$ cat config.mk
export PLATFORM = sky130hd
export DESIGN_NAME = hb_fault_supervisor
export DESIGN_NICKNAME = d
export VERILOG_FILES = /design/src/rtl/hbfs_pkg.sv /design/src/rtl/hbfs_persist.sv /design/src/rtl/hbfs_retry.sv /design/src/rtl/hbfs_status.sv /design/src/rtl/hb_fault_supervisor.sv
export SDC_FILE = /design/constraint.sdc
export NUM_CORES = 1
export LEC_CHECK = 0
export BUFFER_PORTS_ARGS = -buffer_cell sky130_fd_sc_hd__buf_2
export CAP_MARGIN = 30
export CORE_MARGIN = 3
export CORE_UTILIZATION = 47
export CTS_BUF_LIST = sky130_fd_sc_hd__clkbuf_4 sky130_fd_sc_hd__clkbuf_8 sky130_fd_sc_hd__clkbuf_16
export DETAILED_ROUTE_END_ITERATION = 6
export PLACE_DENSITY = 0.78
export SYNTH_ARGS = -nofsm -noshare
export SYNTH_HDL_FRONTEND = slang
export SYNTH_HIERARCHICAL = 1
export SYNTH_SLANG_ARGS = --single-unit
$ cat constraint.sdc
create_clock -name clk -period 2.4 [get_ports clk]
set_input_delay 0.48 -clock clk [delete_from_list [all_inputs] [get_ports clk]]
set_output_delay 0.48 -clock clk [all_outputs]
set_load 0.005 [all_outputs]
$ cat src/rtl/hbfs_pkg.sv
package hbfs_pkg;
   localparam int unsigned NSTAT = 5;
   localparam int unsigned ST_OT   = 0;
   localparam int unsigned ST_CPUV = 1;
   localparam int unsigned ST_SUV  = 2;
   localparam int unsigned ST_GDF  = 3;
   localparam int unsigned ST_OCP  = 4;
   localparam int unsigned NFET = 2;
   typedef logic [NSTAT-1:0] stat_t;
endpackage

$ cat src/rtl/hbfs_persist.sv
module hbfs_persist #(
   parameter int unsigned LIMIT = 3
) (
   input  logic clk,
   input  logic rst_n,
   input  logic sync_clr,
   input  logic level_i,
   output logic hit_o
);
   localparam int unsigned W = $clog2(LIMIT + 1);
   localparam logic [W-1:0] LIM = W'(LIMIT);

   logic [W-1:0] cnt;

   assign hit_o = level_i && (cnt == LIM);

   always_ff @(posedge clk or negedge rst_n) begin
      if (!rst_n)                 cnt <= '0;
      else if (sync_clr || !level_i || hit_o) cnt <= '0;
      else                        cnt <= cnt + 1'b1;
   end

   // a hit needs the level to have been high on the previous cycle too
   assert_hit_needs_history_R4: assert property (@(posedge clk) disable iff (!rst_n)
      hit_o |-> $past(level_i));
endmodule

$ cat src/rtl/hbfs_retry.sv
module hbfs_retry #(
   parameter int unsigned RETRY = 5
) (
   input  logic clk,
   input  logic rst_n,
   input  logic sync_clr,
   input  logic load_i,
   output logic busy_o
);
   localparam int unsigned W = $clog2(RETRY + 1);
   localparam logic [W-1:0] RLD = W'(RETRY);

   logic [W-1:0] cnt;

   assign busy_o = (cnt != '0);

   always_ff @(posedge clk or negedge rst_n) begin
      if (!rst_n)          cnt <= '0;
      else if (sync_clr)   cnt <= '0;
      else if (load_i)     cnt <= RLD;
      else if (busy_o)     cnt <= cnt - 1'b1;
   end

   assert_load_starts_window_R5: assert property (@(posedge clk) disable iff (!rst_n)
      (load_i && !sync_clr) |=> busy_o);
   assert_window_only_from_load_R5: assert property (@(posedge clk) disable iff (!rst_n)
      $rose(busy_o) |-> $past(load_i));
endmodule

$ cat src/rtl/hbfs_status.sv
module hbfs_status
   import hbfs_pkg::*;
(
   input  logic  clk,
   input  logic  rst_n,
   input  logic  wipe_i,
   input  logic  clr_i,
   input  stat_t set_i,
   output stat_t status_o
);
   always_ff @(posedge clk or negedge rst_n) begin
      if (!rst_n)      status_o <= '0;
      else if (wipe_i) status_o <= '0;
      else if (clr_i)  status_o <= set_i;
      else             status_o <= status_o | set_i;
   end

   assert_set_lands_R9: assert property (@(posedge clk) disable iff (!rst_n)
      !wipe_i |=> ((status_o & $past(set_i)) == $past(set_i)));
   assert_sticky_R9: assert property (@(posedge clk) disable iff (!rst_n)
      (!wipe_i && !clr_i) |=> ((status_o & $past(status_o)) == $past(status_o)));
endmodule

$ cat src/rtl/hb_fault_supervisor.sv
module hb_fault_supervisor
   import hbfs_pkg::*;
#(
   parameter int unsigned DEGLITCH_CYC = 3,
   parameter int unsigned RETRY_CYC    = 5,
   parameter int unsigned DRIVE_CYC    = 4
) (
   input  logic       clk,
   input  logic       rst_n,
   input  logic       uv_supply_i,
   input  logic       uv_logic_i,
   input  logic       uv_pump_i,
   input  logic       hs_cmd_i,
   input  logic       ls_cmd_i,
   input  logic       vds_hs_i,
   input  logic       vds_ls_i,
   input  logic       ocp_sense_i,
   input  logic       gate_hs_i,
   input  logic       gate_ls_i,
   input  logic       ot_hot_i,
   input  logic       ot_cool_i,
   input  logic       clr_flt_i,
   output logic       hs_en_o,
   output logic       ls_en_o,
   output logic       pump_en_o,
   output logic       reg_en_o,
   output logic       fault_n_o,
   output logic [4:0] status_o
);
   if (DEGLITCH_CYC < 1) begin : g_bad_deglitch
      $error("DEGLITCH_CYC must be at least 1");
   end
   if (RETRY_CYC < 1) begin : g_bad_retry
      $error("RETRY_CYC must be at least 1");
   end
   if (DRIVE_CYC < 1) begin : g_bad_drive
      $error("DRIVE_CYC must be at least 1");
   end

   logic            ot_lat, ot_active, retry_busy, fets_ok;
   logic            ocp_evt, gdf_evt;
   logic [NFET-1:0] fet_cmd, fet_en, vds, gate_lvl, ocp_hit, gdf_hit;
   stat_t           set_vec;

   assign fet_cmd  = {ls_cmd_i, hs_cmd_i};
   assign vds      = {vds_ls_i, vds_hs_i};
   assign gate_lvl = {gate_ls_i, gate_hs_i};

   assign ot_active = ot_lat || ot_hot_i;
   assign fets_ok   = !uv_logic_i && !uv_supply_i && !uv_pump_i && !ot_active && !retry_busy;

   always_ff @(posedge clk or negedge rst_n) begin
      if (!rst_n)                     ot_lat <= 1'b0;
      else if (uv_logic_i)            ot_lat <= 1'b0;
      else if (ot_hot_i)              ot_lat <= 1'b1;
      else if (ot_cool_i)             ot_lat <= 1'b0;
   end

   for (genvar i = 0; i < NFET; i++) begin : g_fet
      assign fet_en[i] = fet_cmd[i] && fets_ok;

      hbfs_persist #(.LIMIT(DEGLITCH_CYC)) u_ocp (
         .clk(clk), .rst_n(rst_n), .sync_clr(uv_logic_i),
         .level_i(vds[i] && fet_en[i]), .hit_o(ocp_hit[i]));

      hbfs_persist #(.LIMIT(DRIVE_CYC)) u_gdt (
         .clk(clk), .rst_n(rst_n), .sync_clr(uv_logic_i),
         .level_i(gate_lvl[i] != fet_en[i]), .hit_o(gdf_hit[i]));
   end

   assign ocp_evt = !uv_logic_i && ((|ocp_hit) || ocp_sense_i);
   assign gdf_evt = !uv_logic_i && (|gdf_hit);

   hbfs_retry #(.RETRY(RETRY_CYC)) u_retry (
      .clk(clk), .rst_n(rst_n), .sync_clr(uv_logic_i),
      .load_i(ocp_evt || gdf_evt), .busy_o(retry_busy));

   always_comb begin
      set_vec          = '0;
      set_vec[ST_OT]   = ot_hot_i;
      set_vec[ST_CPUV] = uv_pump_i;
      set_vec[ST_SUV]  = uv_supply_i;
      set_vec[ST_GDF]  = gdf_evt;
      set_vec[ST_OCP]  = ocp_evt;
   end

   hbfs_status u_stat (
      .clk(clk), .rst_n(rst_n), .wipe_i(uv_logic_i), .clr_i(clr_flt_i),
      .set_i(set_vec), .status_o(status_o));

   assign hs_en_o   = fet_en[0];
   assign ls_en_o   = fet_en[1];
   assign pump_en_o = !uv_logic_i && !uv_supply_i && !ot_active;
   assign reg_en_o  = !uv_logic_i && !ot_active;
   assign fault_n_o = !(uv_logic_i || uv_supply_i || uv_pump_i || ot_active || retry_busy);

   assert_drive_implies_no_fault_R5: assert property (@(posedge clk) disable iff (!rst_n)
      (hs_en_o || ls_en_o) |-> fault_n_o);
   assert_ot_hold_R8: assert property (@(posedge clk) disable iff (!rst_n)
      (!reg_en_o && !uv_logic_i && !ot_cool_i) |=> !reg_en_o);
   assert_wipe_status_R2: assert property (@(posedge clk) disable iff (!rst_n)
      uv_logic_i |=> (status_o == '0));
endmodule

==> results of run 1 <==
## power by group
part | switching [uW] | internal [uW]
Clock | 93.7 | 76.0
Sequential | 20.0 | 341
Combinational | 92.9 | 97.4
## worst register-to-register path: stages, from the launching register on
cell	delay, ns
dfrtp_1	0.42
inv_2	0.10
ha_4	0.16
nand2b_4	0.08
nor2_1	0.14
and4b_4	0.28
xor2_2	0.08
and3_1	0.20
nor2_2	0.15
a21oi_2	0.10
buf_4	0.14
a2111oi_2	0.28
## layout by cell type (no fill, tap or decap)
cell       instances
a2111oi_2          1
a211oi_2           1
a21oi_1            6
a21oi_2            3
a31oi_1            1
and2_1             3
and2_2             1
and3_1             2
and3_2             1
and3b_2            1
and4b_1            2
and4b_4            1
and4bb_2           2
buf_2             24
buf_4              4
clkbuf_4           4
dfrtp_1           19
ha_1               7
ha_4               1
inv_1             12
inv_2              1
nand2_1            2
nand2b_1          10
nand2b_4           1
nor2_1             4
nor2_2             1
nor2b_1            1
nor3_4             2
nor3b_1            2
nor3b_2            1
nor4_1             1
nor4b_2            3
nor4b_4            1
or3b_1             3
xor2_2             2
## timing repair
action / 4_1_cts / 5_1_grt
pin swaps: 0 / 2
setup endpoints to repair: 2 / 3
gates resized for setup: 2 / 10
setup buffers: 0 / 0
hold endpoints to repair: 0 / 0
cloned: 0 / 0
## flip-flops by register name, summed over array words and instances (netlist names)
name             flops
g_fet.u_gdt/cnt      6
g_fet.u_ocp/cnt      4
ot_lat               1
u_retry/cnt          3
u_stat/status_o      5
## kinds of logic (layout without fill, tap and decap cells)
group,after synthesis,after routing
compound gates,12,12
xor+xnor,2,2
simple gates,45,45
flops,19,19
buf+inv,13,45
fa+ha+maj,8,8
## through the flow
step                      std cells  util [%]  area (um2)  setup WS (ns)  TNS (ns)
final                           158      66.0        1360          0.162         0
after global routing            158      66.0        1360       -0.00224  -0.00224
after CTS                       158      63.4        1310         0.0108         0
after detailed placement        154      61.5        1270        -0.0643    -0.105
after global placement          154      61.5        1270         0.0612         0
after floorplan                  99         -        1080          0.138         0
## worst min-delay path by stage
| stage | start | end |
|---|---|---|
| 2_1_floorplan | rst_n | g_fet[0].u_gdt/cnt[0]$_DFF_PN0_ |
| 3_3_place_gp | rst_n | u_stat/status_o[2]$_DFF_PN0_ |
| 3_5_place_dp | rst_n | u_stat/status_o[2]$_DFF_PN0_ |
| 4_1_cts | rst_n | u_stat/status_o[1]$_DFF_PN0_ |
| 5_1_grt | rst_n | g_fet[1].u_gdt/cnt[2]$_DFF_PN0_ |
| 6_report | rst_n | g_fet[1].u_gdt/cnt[2]$_DFF_PN0_ |
## metal layers
layer,vias up,global-route usage (%)
met5,-,0
met4,0,7.47
met3,2,2.49
met2,22,29.6
met1,387,21.2
li1,407,-
## cell type report
cell class / count / share of cell area (%)
multi-input cells: 67 / 45.8
flip-flops and latches: 19 / 34.9
repair buffers: 28 / 11.0
inverters: 13 / 3.58
well taps: 27 / 2.48
clock buffers: 4 / 2.21
==> run_results.csv, run 1 <==
group,metric,value,unit
setup_path,crit_type,"flip-flop to flip-flop",
grt,grt_max_degree,22,
sta,finalCritPeriodShare,93.3,%
yosys,yosys_warnings,6,
cts,cts_hold_buf,0,
yosys,synth_area,1080,um2
sta,tightest_slew,0.437,ns
power_and_ir_drop,leakage,0.000670,uW
setup_path,critPathLaunchType,"flip-flop",
sta,setup_viol,0,
yosys,synthMuxAreaShare,0,%
detailed_routing,top_layer_used,"met4",
place,portBuffers,24,
flow_run,maxCapViolations,0,
status,outcome,"finished clean",
detailed_routing,ant_nets,0,
yosys,syn_inst,99,
floorplan,die_width,54.0,um
final_layout,fin_nets,155,
setup_path,critPathMaxStageDelay,0.42,ns
setup_path,crit_path_max_fanout,4,
detailed_routing,vias,818,
yosys,synth_top_cell_area_share,43.9,%
setup_path,cp.required,2.59,ns
detailed_routing,dr_wl_met3,91,um
final_layout,multi_input_comb_area,623,um2
grt,antenna_found_initial,0,
setup_path,r2r_cells,11,
setup_path,reg2reg_slack,0.16,ns
cts,clk_latency,0.29,ns
detailed_routing,first_pass_iters,4,
floorplan,die_area,2920,um2
yosys,synth-xor-area-share,2.31,%
grt,grt_overflow_total,0,
yosys,synth-main-ff-cell,"dfrtp_1",
yosys,synth_edf_count,0,
cts,htreeDepth,1,
setup_path,path_cells,"inv_2, ha_4, nand2b_4, nor2_1, and4b_4, xor2_2, and3_1, nor2_2, a21oi_2, buf_4, a2111oi_2",
detailed_routing,drc_errors,0,
cts,cts_buffers,3,
cts,clock-root-buffer,"clkbuf_4",
detailed_routing,wl_met1,971,um
final_layout,antenna_cells,0,
setup_path,endpoint,"u_retry/cnt[1]$_DFFE_PN0P_",
yosys,yosysTopAreaCell,"dfrtp_1",
grt,grt_use_total,17.2,%
detailed_routing,vias_per_cell,5.18,
cts,clkTransAtPathRegs,0.10,ns
power_and_ir_drop,p_per_area,529,nW/um2
yosys,synthTopCellsByArea,"dfrtp_1, ha_1, nand2b_1",
yosys,synth_top_family_by_area,"simple AND/OR/NAND/NOR gates",
grt,grt_pass1_vias,829,
sta,whs,0.111,ns
cts,cts_sinks,19,
yosys,synth.distinct_cells,31,
yosys,yosysMostFrequentCell,"dfrtp_1",
yosys,yosys.area_share.simple,32.6,%
final_layout,seq_area,475,um2
sta,drv_slew,0,
floorplan,fp.coreArea,2060,um2
final_layout,drive_gt1_share,42.7,%
sta,slew_headroom,70.9,%
grt,grt_pass1_wl,3.57,mm
worst_hold_path,hold_class,"primary input to asynchronous set/reset pin",
setup_path,crit_start,"u_retry/cnt[0]$_DFFE_PN0P_",
yosys,syn-mean-instance-area,10.9,um2
setup_path,cpLargestDelayFamily,"simple AND/OR/NAND/NOR gates",
final_layout,syn_to_final_growth,25.6,%
yosys,synth-adder-area-share,9.24,%
setup_path,arrival,2.42,ns
power_and_ir_drop,peakVddDrop,0.000367,V
setup_path,slowest_stage,"dfrtp_1",
yosys,synth_common_cells,"dfrtp_1, inv_1, nand2b_1",
setup_path,path_depth,11,
place,gp_congestion,0.826,
floorplan,ioPinCount,25,
yosys,syn-num-nets,122,
yosys,ys_ff_latch,19,
sta,max_freq,0.447,GHz
setup_path,rr_startpoint,"u_retry/cnt[0]$_DFFE_PN0P_",
detailed_routing,wire_per_inst,14.0,um
sta,finClkSkew,0.00443,ns
yosys,yosysSeqAreaShare,43.9,%
place,dpl.hpwl,1.63,mm
cts,cts_tree,"built",
detailed_routing,dr.first_iter.drc_count,8,
floorplan,start_util,52.5,%
sta,min_period,2.24,ns
floorplan,rows,16,
floorplan,dieHeight,54.0,um
final_layout,fillers,160,
detailed_routing,routed_wl,2.21,mm
sta,hold_violations,0,
setup_path,end_kind,"flip-flop",
yosys,synth_compound_area_share,7.51,%
cts,clockBufferDepth,2,
power_and_ir_drop,p_total,721,uW
yosys,async_reset_ff_share,100,%
setup_path,cp_num_buf_inv,2,
detailed_routing,wl_met2,1.13,mm
setup_path,r2r-end,"u_retry/cnt[1]$_DFFE_PN0P_",
Note: power is estimated with default switching activity, not from simulation.
==> run 2: changes to the inputs <==
--- a/config.mk
+++ b/config.mk
@@ -12,6 +12,7 @@
 export CTS_BUF_LIST = sky130_fd_sc_hd__clkbuf_4 sky130_fd_sc_hd__clkbuf_8 sky130_fd_sc_hd__clkbuf_16
 export DETAILED_ROUTE_END_ITERATION = 6
 export PLACE_DENSITY = 0.78
+export SETUP_SLACK_MARGIN = 0.5
 export SYNTH_ARGS = -nofsm -noshare
 export SYNTH_HDL_FRONTEND = slang
 export SYNTH_HIERARCHICAL = 1
==> run 2 against run 1 <==
Register-to-register slack better by 0.11 ns. Sequential share of layout area shrank 2.8 points. Non-clock buffer count increased by 10. Sequential cell count unchanged. Critical path depth grew 1. Clock skew shrank 0.0017 ns. First-iteration DRC count grew 130%. Combinational power rose by 49%. Cell count increased by 6.3%. Die area stayed put. Largest cell class unchanged.
==> run_results.csv, run 2 (synthesis gave the netlist of run 1 again) <==
group,metric,value,unit
floorplan,die_area,2920,um2
floorplan,fp.coreArea,2060,um2
place,dpl.hpwl,1.76,mm
sta,hold_violations,0,
cts,htreeDepth,1,
detailed_routing,routed_wl,2.52,mm
status,outcome,"finished clean",
final_layout,mostFrequentLayoutCells,"buf_2, dfrtp_1, buf_4",
final_layout,syn_to_final_growth,36.7,%
cts,cts_buffers,3,
sta,tightest_slew,0.422,ns
final_layout,top_register,"g_fet.u_gdt/cnt",
final_layout,final_util,71.8,%
detailed_routing,dr.first_iter.drc_count,18,
place,gp_congestion,0.756,
floorplan,start_util,52.5,%
detailed_routing,drc_errors,0,
final_layout,antenna_cells,0,
place,portBuffers,24,
sta,max_freq,0.469,GHz
cts,clockBufferDepth,2,
detailed_routing,vias,882,
floorplan,rows,16,
setup_path,r2r-end,"u_retry/cnt[2]$_DFFE_PN0P_",
power_and_ir_drop,peakVddDrop,0.000411,V
grt,grt_pass1_vias,845,
cts,clkTransAtPathRegs,0.11,ns
final_layout,stdcell_area,1480,um2
final_layout,multi_input_comb_area,661,um2
final_layout,drive_gt1_share,51.1,%
power_and_ir_drop,combPwrFrac,35.0,%
setup_path,rr_startpoint,"u_retry/cnt[0]$_DFFE_PN0P_",
final_layout,largest_register_ffs,6,
grt,grt_use_total,18.9,%
final_layout,top_regs,"g_fet.u_gdt/cnt: 6 flops, u_stat/status_o: 5 flops, g_fet.u_ocp/cnt: 4 flops",
power_and_ir_drop,p_clk_share,20.5,%
detailed_routing,vias_per_cell,5.25,
power_and_ir_drop,p_sw,247,uW
grt,grt_pass1_wl,3.82,mm
floorplan,dieHeight,54.0,um
setup_path,path_cells,"inv_2, ha_4, nand2b_4, nor4b_4, and2_4, xor2_2, and3_4, nor2_4, a21oi_4, buf_6, inv_1, a31oi_1",
setup_path,crit_path_max_fanout,4,
sta,finalCritPeriodShare,88.8,%
sta,finClkSkew,0.00274,ns
sta,slew_headroom,71.9,%
final_layout,fin_nets,165,
flow_run,maxCapViolations,0,
floorplan,die_width,54.0,um
setup_path,endpoint,"u_retry/cnt[2]$_DFFE_PN0P_",
setup_path,slowest_stage,"dfrtp_1",
final_layout,final_common_cell,"buf_2",
detailed_routing,wire_per_inst,15.0,um
power_and_ir_drop,internal_power,561,uW
detailed_routing,first_pass_iters,4,
place,place_ws,0.103,ns
sta,fin_tns_setup,0,ns
setup_path,reg2reg_slack,0.27,ns
final_layout,seq_area,475,um2
setup_path,crit_start,"u_retry/cnt[0]$_DFFE_PN0P_",
setup_path,crit_type,"flip-flop to flip-flop",
sta,setup_viol,0,
cts,clock-root-buffer,"clkbuf_4",
grt,grt_max_degree,22,
power_and_ir_drop,p_sw_share,30.6,%
sta,drv_slew,0,
power_and_ir_drop,p_per_area,545,nW/um2
place,place_area,1290,um2
power_and_ir_drop,leakage,0.000722,uW
setup_path,critPathLaunchType,"flip-flop",
worst_hold_path,hold_class,"primary input to asynchronous set/reset pin",
cts,cts_tree,"built",
grt,grt_overflow_total,0,
cts,cts_hold_buf,0,
cts,cts_sinks,19,
sta,min_period,2.13,ns
floorplan,ioPinCount,25,
setup_path,arrival,2.36,ns
final_layout,fillers,152,
setup_path,r2r_cells,12,
sta,setup_slack,0.269,ns
cts,clk_latency,0.30,ns
detailed_routing,ant_nets,0,
setup_path,critPathMaxStageDelay,0.41,ns
grt,antenna_found_initial,0,
sta,grt_setup_unrepaired,"true",
power_and_ir_drop,p_total,808,uW
setup_path,cp.required,2.63,ns
setup_path,end_kind,"flip-flop",
power_and_ir_drop,p_seq_share,44.5,%
run 2: cell count changes in the layout (fill, tap and decap cells not counted), sizes merged:
cell	delta
buf	+10
clkbuf	-1
clkinv	+1
run 2: per-stage QoR:
step	cells	hold slack, ns
after floorplan	99	0.184
after global placement	151	0.443
final	168	0.0890
after CTS	164	0.0970
after detailed placement	151	0.439
after global routing	168	0.108
run 2: layout make-up:
cell class                      instances  area share, %
Tap cell                               27           2.28
Multi-Input combinational cell         67           44.6
Timing Repair Buffer                   38           15.9
Clock buffer                            3           1.52
Inverter                               13           3.29
Clock inverter                          1          0.338
Sequential cell                        19           32.1
run 2: critical path, delay by kind of cell (launching register included):
| kind | cells | cell delay (ns) |
|---|---|---|
| flip-flops | 1 | 0.41 |
| AND/OR/NAND/NOR | 5 | 0.80 |
| buffers and inverters | 3 | 0.24 |
| XOR/XNOR | 1 | 0.16 |
| adder cells (fa/ha/maj) | 1 | 0.16 |
| AO/OA/AOI/OAI | 2 | 0.30 |
run 2: power groups by stage:
stage | clock network, uW | registers, uW | logic [uW]
final | 166 | 360 | 283
after global routing | 182 | 363 | 300
after CTS | 171 | 359 | 249
after detailed placement | 0 | 368 | 191
after global placement | 0 | 367 | 176
after floorplan | 0 | 364 | 127
run 2: metal layers:
layer	vias up	track usage (%)	part of all wire (%)
met1	427	22.8	44
met3	2	6.09	6.0
li1	425	-	-
met4	0	5.81	0.40
met2	28	31.9	50
met5	-	0	0
run 2: timing repair:
action,4_1_cts,5_1_grt
pin swaps,10,3
buffers inserted,9,4
gates resized for setup,9,4
setup endpoints to repair,7,9
run 2: how the worst min path moves through the flow:
stage | startpoint | end | slack [ns] | cells after the start
2_1_floorplan | rst_n | g_fet[0].u_gdt/cnt[0]$_DFF_PN0_ | 0.18 | 0
3_3_place_gp | rst_n | u_stat/status_o[2]$_DFF_PN0_ | 0.44 | 1
3_5_place_dp | rst_n | u_stat/status_o[0]$_DFF_PN0_ | 0.44 | 1
4_1_cts | rst_n | u_retry/cnt[2]$_DFFE_PN0P_ | 0.1 | 1
5_1_grt | rst_n | u_retry/cnt[2]$_DFFE_PN0P_ | 0.11 | 1
6_report | rst_n | u_stat/status_o[0]$_DFF_PN0_ | 0.09 | 1
